--- config.mk ---
export PLATFORM = sky130hd
export DESIGN_NAME = mod2p_fold_reducer
export DESIGN_NICKNAME = d
export VERILOG_FILES = /design/src/rtl/red_pkg.sv /design/src/rtl/fold38_pipe.sv /design/src/rtl/fold_carry.sv /design/src/rtl/sub_borrow.sv /design/src/rtl/mod2p_fold_reducer.sv
export SDC_FILE = /design/constraint.sdc
export NUM_CORES = 2
export LEC_CHECK = 0
export CAP_MARGIN = 40
export CORE_MARGIN = 2
export CORE_UTILIZATION = 51
export CTS_BUF_LIST = sky130_fd_sc_hd__clkbuf_16
export CTS_CLUSTER_DIAMETER = 200
export DETAILED_ROUTE_END_ITERATION = 6
export DONT_BUFFER_PORTS = 1
export HOLD_SLACK_MARGIN = 0.1
export PLACE_DENSITY = 0.66
export SYNTH_ARGS = -nofsm -noshare
export SYNTH_HDL_FRONTEND = slang
export SYNTH_SLANG_ARGS = --single-unit
--- constraint.sdc ---
create_clock -name clk -period 46.5 [get_ports clk]
set_input_delay 4.65 -clock clk [delete_from_list [all_inputs] [get_ports clk]]
set_output_delay 4.65 -clock clk [all_outputs]
set_load 0.05 [all_outputs]
--- src/rtl/red_pkg.sv ---
package red_pkg;
  typedef enum logic [2:0] {
    ST_IDLE,
    ST_FOLD1,
    ST_FOLD2,
    ST_SUB,
    ST_FINISH
  } red_state_e;
endpackage

--- src/rtl/fold38_pipe.sv ---
// First pass: adds the low word and three shifted copies of the high words
// (x2, x4, x32) through a three-register adder tree with a word carry.
module fold38_pipe #(
  parameter int WORD_W = 32,
  parameter int EXT_W  = 40,
  parameter int CNT_W  = 4
) (
  input  logic              clk,
  input  logic              rst,
  input  logic              clear,
  input  logic              issue,
  input  logic [CNT_W-1:0]  idx_in,
  input  logic [WORD_W-1:0] h_cur,
  input  logic [WORD_W-1:0] h_prev,
  input  logic [WORD_W-1:0] l_cur,
  output logic              wr_en,
  output logic [CNT_W-1:0]  wr_idx,
  output logic [WORD_W-1:0] wr_word
);
  localparam int CAR_W = EXT_W - WORD_W;

  logic [WORD_W-1:0] xs [3];

  // one shifted copy per power of two in 38 = 2 + 4 + 32
  for (genvar g = 0; g < 3; g++) begin : g_copy
    localparam int SH = (g == 0) ? 1 : ((g == 1) ? 2 : 5);
    assign xs[g] = (h_cur << SH) | (h_prev >> (WORD_W - SH));
  end

  logic              v1_q, v2_q;
  logic [CNT_W-1:0]  i1_q, i2_q;
  logic [EXT_W-1:0]  t1_q, t2_q, t3_q;
  logic [CAR_W-1:0]  carry_q;
  logic [EXT_W-1:0]  t4;

  assign t4 = t3_q + EXT_W'(carry_q);

  always_ff @(posedge clk) begin
    if (rst || clear) begin
      v1_q    <= 1'b0;
      v2_q    <= 1'b0;
      carry_q <= '0;
    end else begin
      v1_q <= issue;
      v2_q <= v1_q;
      if (v2_q) carry_q <= t4[EXT_W-1:WORD_W];
    end
  end

  always_ff @(posedge clk) begin
    i1_q <= idx_in;
    i2_q <= i1_q;
    t1_q <= EXT_W'(xs[0]) + EXT_W'(xs[1]);
    t2_q <= EXT_W'(xs[2]) + EXT_W'(l_cur);
    t3_q <= t1_q + t2_q;
  end

  assign wr_en   = v2_q;
  assign wr_idx  = i2_q;
  assign wr_word = t4[WORD_W-1:0];
endmodule

--- src/rtl/fold_carry.sv ---
// Second pass: ripples a preloaded wide carry through the first-pass words.
module fold_carry #(
  parameter int WORD_W = 32,
  parameter int EXT_W  = 40
) (
  input  logic              clk,
  input  logic              rst,
  input  logic              step,
  input  logic              first,
  input  logic [EXT_W-1:0]  preload,
  input  logic [WORD_W-1:0] y,
  output logic [WORD_W-1:0] sum_word
);
  logic [EXT_W-1:0] carry_q;
  logic [EXT_W-1:0] sum;

  assign sum      = (first ? preload : carry_q) + EXT_W'(y);
  assign sum_word = sum[WORD_W-1:0];

  always_ff @(posedge clk) begin
    if (rst)       carry_q <= '0;
    else if (step) carry_q <= sum >> WORD_W;
  end
endmodule

--- src/rtl/sub_borrow.sv ---
// Third pass: word-serial subtraction with a borrow register.
module sub_borrow #(
  parameter int WORD_W = 32
) (
  input  logic              clk,
  input  logic              rst,
  input  logic              step,
  input  logic              first,
  input  logic [WORD_W-1:0] a,
  input  logic [WORD_W-1:0] b,
  output logic [WORD_W-1:0] diff,
  output logic              borrow
);
  logic              borrow_q;
  logic              bin;
  logic [WORD_W:0]   full;

  assign bin    = first ? 1'b0 : borrow_q;
  assign full   = {1'b0, a} - {1'b0, b} - {{WORD_W{1'b0}}, bin};
  assign diff   = full[WORD_W-1:0];
  assign borrow = borrow_q;

  always_ff @(posedge clk) begin
    if (rst)       borrow_q <= 1'b0;
    else if (step) borrow_q <= full[WORD_W];
  end
endmodule

--- src/rtl/mod2p_fold_reducer.sv ---
module mod2p_fold_reducer
  import red_pkg::*;
#(
  parameter int WORD_W  = 32,
  parameter int N_WORDS = 8,
  parameter int EXT_W   = 40
) (
  input  logic                          clk,
  input  logic                          rst,
  input  logic                          start,
  input  logic [2*N_WORDS*WORD_W-1:0]   prod_in,
  input  logic [N_WORDS*WORD_W-1:0]     modulus_in,
  output logic                          busy,
  output logic                          done,
  output logic [N_WORDS*WORD_W-1:0]     result
);
  localparam int RES_W  = N_WORDS * WORD_W;
  localparam int PROD_W = 2 * RES_W;
  localparam int CNT_W  = $clog2(N_WORDS + 3);
  localparam int IDX_W  = $clog2(N_WORDS);
  localparam logic [CNT_W-1:0] C_NW    = CNT_W'(N_WORDS);
  localparam logic [CNT_W-1:0] C_LAST1 = CNT_W'(N_WORDS + 2);

  red_state_e        state_q;
  logic [CNT_W-1:0]  cnt_q;
  logic [IDX_W-1:0]  cnt_lo, prev_lo;
  logic [CNT_W-1:0]  prev_cnt;

  logic [PROD_W-1:0] prod_q;
  logic [RES_W-1:0]  mod_q;
  logic [RES_W-1:0]  res_q;
  logic              done_q;

  logic [WORD_W-1:0] lo_w  [N_WORDS];
  logic [WORD_W-1:0] hi_w  [N_WORDS];
  logic [WORD_W-1:0] mod_w [N_WORDS];
  logic [WORD_W-1:0] s1_q  [N_WORDS+1];
  logic [WORD_W-1:0] s2_q  [N_WORDS+1];
  logic [WORD_W-1:0] s2n_q [N_WORDS+1];
  logic [RES_W-1:0]  sel_res;

  logic accept;
  assign accept = (state_q == ST_IDLE) && start;

  for (genvar k = 0; k < N_WORDS; k++) begin : g_unpack
    assign lo_w[k]  = prod_q[k*WORD_W +: WORD_W];
    assign hi_w[k]  = prod_q[(N_WORDS+k)*WORD_W +: WORD_W];
    assign mod_w[k] = mod_q[k*WORD_W +: WORD_W];
  end

  assign cnt_lo   = cnt_q[IDX_W-1:0];
  assign prev_cnt = cnt_q - 1'b1;
  assign prev_lo  = prev_cnt[IDX_W-1:0];

  // ---------------- pass 1: L + 38*H ----------------
  logic              p1_issue;
  logic [WORD_W-1:0] p1_hcur, p1_hprev, p1_lcur;
  logic              s1_wr;
  logic [CNT_W-1:0]  s1_idx;
  logic [WORD_W-1:0] s1_word;

  always_comb begin
    p1_issue = (state_q == ST_FOLD1) && (cnt_q <= C_NW);
    p1_hcur  = (cnt_q < C_NW) ? hi_w[cnt_lo] : '0;
    p1_lcur  = (cnt_q < C_NW) ? lo_w[cnt_lo] : '0;
    p1_hprev = ((cnt_q != '0) && (cnt_q <= C_NW)) ? hi_w[prev_lo] : '0;
  end

  fold38_pipe #(.WORD_W(WORD_W), .EXT_W(EXT_W), .CNT_W(CNT_W)) u_pass1 (
    .clk     (clk),
    .rst     (rst),
    .clear   (accept),
    .issue   (p1_issue),
    .idx_in  (cnt_q),
    .h_cur   (p1_hcur),
    .h_prev  (p1_hprev),
    .l_cur   (p1_lcur),
    .wr_en   (s1_wr),
    .wr_idx  (s1_idx),
    .wr_word (s1_word)
  );

  // ---------------- pass 2: fold the spill-over ----------------
  logic [EXT_W-1:0]  spill, spill38;
  logic [WORD_W-1:0] p2_y, p2_sum;
  logic              p2_step;

  assign spill   = EXT_W'(s1_q[N_WORDS]);
  assign spill38 = (spill << 1) + (spill << 2) + (spill << 5);
  assign p2_step = (state_q == ST_FOLD2);
  assign p2_y    = (cnt_q < C_NW) ? s1_q[cnt_q] : '0;

  fold_carry #(.WORD_W(WORD_W), .EXT_W(EXT_W)) u_pass2 (
    .clk      (clk),
    .rst      (rst),
    .step     (p2_step),
    .first    (cnt_q == '0),
    .preload  (spill38),
    .y        (p2_y),
    .sum_word (p2_sum)
  );

  // ---------------- pass 3: trial subtraction ----------------
  logic [WORD_W-1:0] p3_b, p3_diff;
  logic              p3_step, p3_borrow;

  assign p3_step = (state_q == ST_SUB);
  assign p3_b    = (cnt_q < C_NW) ? mod_w[cnt_lo] : '0;

  sub_borrow #(.WORD_W(WORD_W)) u_pass3 (
    .clk    (clk),
    .rst    (rst),
    .step   (p3_step),
    .first  (cnt_q == '0),
    .a      (s2_q[cnt_q]),
    .b      (p3_b),
    .diff   (p3_diff),
    .borrow (p3_borrow)
  );

  for (genvar k = 0; k < N_WORDS; k++) begin : g_select
    assign sel_res[k*WORD_W +: WORD_W] = p3_borrow ? s2_q[k] : s2n_q[k];
  end

  // ---------------- data storage (no reset) ----------------
  always_ff @(posedge clk) begin
    if (accept) begin
      prod_q <= prod_in;
      mod_q  <= modulus_in;
    end
    if (s1_wr)   s1_q[s1_idx] <= s1_word;
    if (p2_step) s2_q[cnt_q]  <= p2_sum;
    if (p3_step) s2n_q[cnt_q] <= p3_diff;
  end

  // ---------------- sequencing ----------------
  always_ff @(posedge clk) begin
    if (rst) begin
      state_q <= ST_IDLE;
      cnt_q   <= '0;
      done_q  <= 1'b0;
      res_q   <= '0;
    end else begin
      done_q <= 1'b0;
      unique case (state_q)
        ST_IDLE: begin
          if (start) begin
            state_q <= ST_FOLD1;
            cnt_q   <= '0;
          end
        end
        ST_FOLD1: begin
          if (cnt_q == C_LAST1) begin
            state_q <= ST_FOLD2;
            cnt_q   <= '0;
          end else cnt_q <= cnt_q + 1'b1;
        end
        ST_FOLD2: begin
          if (cnt_q == C_NW) begin
            state_q <= ST_SUB;
            cnt_q   <= '0;
          end else cnt_q <= cnt_q + 1'b1;
        end
        ST_SUB: begin
          if (cnt_q == C_NW) begin
            state_q <= ST_FINISH;
            cnt_q   <= '0;
          end else cnt_q <= cnt_q + 1'b1;
        end
        ST_FINISH: begin
          res_q   <= sel_res;
          done_q  <= 1'b1;
          state_q <= ST_IDLE;
        end
        default: state_q <= ST_IDLE;
      endcase
    end
  end

  assign busy   = (state_q != ST_IDLE);
  assign done   = done_q;
  assign result = res_q;
endmodule

==> run summary <==
status: finished clean
Layout Nets: 6808
largest net degree at the start of global routing: 274
critical path endpoint category: flop
Slew Viols, Final: 0
Area Overhead vs Synth: 11.6%
P per Cell Area: 54.6 mW/mm²
Setup Buffers After CTS: 0
EDFF count, synth: 1824
Final min period: 8.22 ns
H-tree depth: 4
Fin Clk Skew: 0.0475 ns
worst skew pair latency: 0.87 ns
Core Box Area: 0.181 mm²
Worst Path Buf+Inv: 6
slew at the pin with the worst max-slew slack: 1.16 ns
YS warnings: 0
Hold/Removal Path Class: flop to flop
peak fanout along the critical path: 39
syn_nets: 6722
Final Hold Vio Count: 0
post-synthesis sequential area ratio: 67.5%
antenna viol nets, final: 0
Worst VDD drop: 0.0449 mV
first-pass GRT wire length: 363000 µm
Total Wirelength: 257000 µm
count of final setup violators: 0
Die H: 430 µm
GPL Wtd Cong: 0.947
Syn Area/Cell: 16.3 µm²
most frequent cells in the layout: edfxtp_1, nor2_1, mux4_2
Yosys reg bits: 2213
via count: 51100
DRT Pass-1 Iters: 5
die area: 0.185 mm²
Crit Path Class: flop to flop
layout cells sized above 1: 16.2%
Starting Density: 51.3%
most common cell after layout, fill and taps aside: edfxtp_1
Slew HR: 22.5%
CTS sink cnt: 2213
cell area after synthesis: 0.0927 mm²
leak pwr: 0.0341 µW
clock buffer depth: 3
CP cell instances: buf_4 -> buf_4 -> buf_4 -> buf_12 -> mux4_2 -> mux4_2 -> inv_1 -> ha_1 -> inv_1 -> ha_1 -> and2_1 -> nand2_1 -> o211ai_1 -> nand2_1 -> o311ai_1 -> nand2_1 -> o211ai_1 -> a31o_2 -> a21oi_1 -> xnor2_1
post-DR vias/cell: 6.11
Peak Freq: 122 MHz
Setup TNS: 0 ns
critical path arrival: 8.76 ns
Wirelength per Cell: 30.8 µm
overall global routing resource usage: 27.4%
top_reg_cell synth: edfxtp_1
Distinct cells, synth: 80
Remaining DRCs: 0
CTS tree: yes
Port-buffer cells: 0
Top Family by Delay on Critical Path: buffers and inverters
# rows: 156
# Max-Cap Violations: 0
critical path's slowest cell: buf_4
initial antenna violation count: 67
GRT overflow: 0
dpl cells: 7919
CTS clk-pin slew, worst paths: 0.06 ns
Post-DP HPWL: 184000 µm
initial detailed-routing violation count: 5129
CTS buffer count: 216
Syn Inst Count: 5682
Chip Width: 430 µm
vias in the first global route: 49400
Resize count post-CTS: 0
RSZ-0062 raised after global routing: no
Worst path max stage delay: 0.75 ns
Crit path required time: 47.05 ns
crit share post-route: 17.7%
root buffer cell: clkbuf_16
CP Launch Type: flop
I/O pin cnt: 1029
CTS Hold Bufs: 0
Final Non-Filler Cells: 8362
ys async rst share: 0%
-- layout make-up --
type,instances,area (µm²)
diodes,39,97.6
flip-flops and latches,2213,62600
well taps,2370,2970
fillers,13800,77300
inverters,171,642
repair buffers,137,1350
clock inverters,183,1540
clock buffers,220,5510
multi-input cells,3029,28700
-- metrics by stage --
step / setup WS [ns] / hold WS, ns / cell area (µm²) / total power, µW / utilization, %
finish: 38.28 / 0.327 / 103000 / 5650 / 57.2
global route: 37.63 / 0.334 / 103000 / 5880 / 57.2
CTS: 38.17 / 0.328 / 103000 / 5670 / 57.2
detailed placement: 37.68 / 0.312 / 96200 / 3950 / 53.3
global placement: 37.47 / 0.311 / 95700 / 3890 / 52.9
floorplan: 22.52 / 0.310 / 92700 / 3550 / -
-- path summary, 6_finish.rpt --
| kind | from | to | cells past startpoint | slack (ns) |
|---|---|---|---|---|
| setup / recovery | flop | s2n_q[4][30] | 20 | 38.28 |
| hold / removal | u_pass1.i1_q[0] | u_pass1.wr_idx[0] | 0 | 0.33 |
| setup reg to reg | flop | s2n_q[4][30] | 20 | 38.28 |
| hold reg to reg | u_pass1.i1_q[0] | u_pass1.wr_idx[0] | 0 | 0.33 |
-- worst reg2reg max path, stage by stage (launching register included) --
cell and delay (ns):
dfxtp_4 0.65, buf_4 0.78, buf_4 0.80, buf_4 0.57, buf_12 0.28, mux4_2 0.57
mux4_2 0.49, inv_1 0.13, ha_1 0.16, inv_1 0.05, ha_1 0.35, and2_1 0.20
nand2_1 0.10, o211ai_1 0.30, nand2_1 0.18, o311ai_1 0.57, nand2_1 0.25, o211ai_1 0.56
a31o_2 0.25, a21oi_1 0.07, xnor2_1 0.60
-- flip-flops by register name (all words and copies together) (netlist names), 7 cells and up, named ones only --
register and cells:
u_pass1.t1_q 33, prod_q 512, s2_q 512, u_pass2.carry_q 7, mod_q 256, u_pass1.t2_q 33, s1_q 288, u_pass1.t3_q 34
s2n_q 256, result 256
-- cell families after synthesis --
family	after synthesis	synth area share, %
xor+xnor	201	1.90
compound gates	831	6.11
buf+inv	440	1.80
flops	2213	67.5
simple gates	912	4.25
fa+ha+maj	269	3.92
mux	816	14.5
-- synthesized netlist by cell type (all sizes together), types with 78 or more instances --
master	number	share of area, %
inv	171	0.69
mux2i	393	4.3
a211oi	281	2.3
mux4	423	10
a21o	88	0.71
dfxtp	389	8.4
ha	233	3.1
clkbuf	207	0.84
a21oi	210	1.1
o21ai	78	0.43
nand2	120	0.49
edfxtp	1824	59
xnor2	144	1.4
nor2	564	2.3
-- report_power, final --
| part | internal [µW] | total (µW) | switching (µW) |
|---|---|---|---|
| Combinational | 499 | 1330 | 830 |
| Clock | 982 | 1740 | 755 |
| Sequential | 2520 | 2580 | 63.1 |
-- layer usage --
metal / up-vias / share of wire [%] / global-route usage (%)
li1: 22400 / - / -
met1: 25900 / 39 / 35.7
met2: 2329 / 50 / 45.9
met3: 406 / 7.8 / 6.17
met4: 26 / 3.0 / 8.55
met5: - / 0.073 / 0
Note: power is estimated with default switching activity, not from simulation.
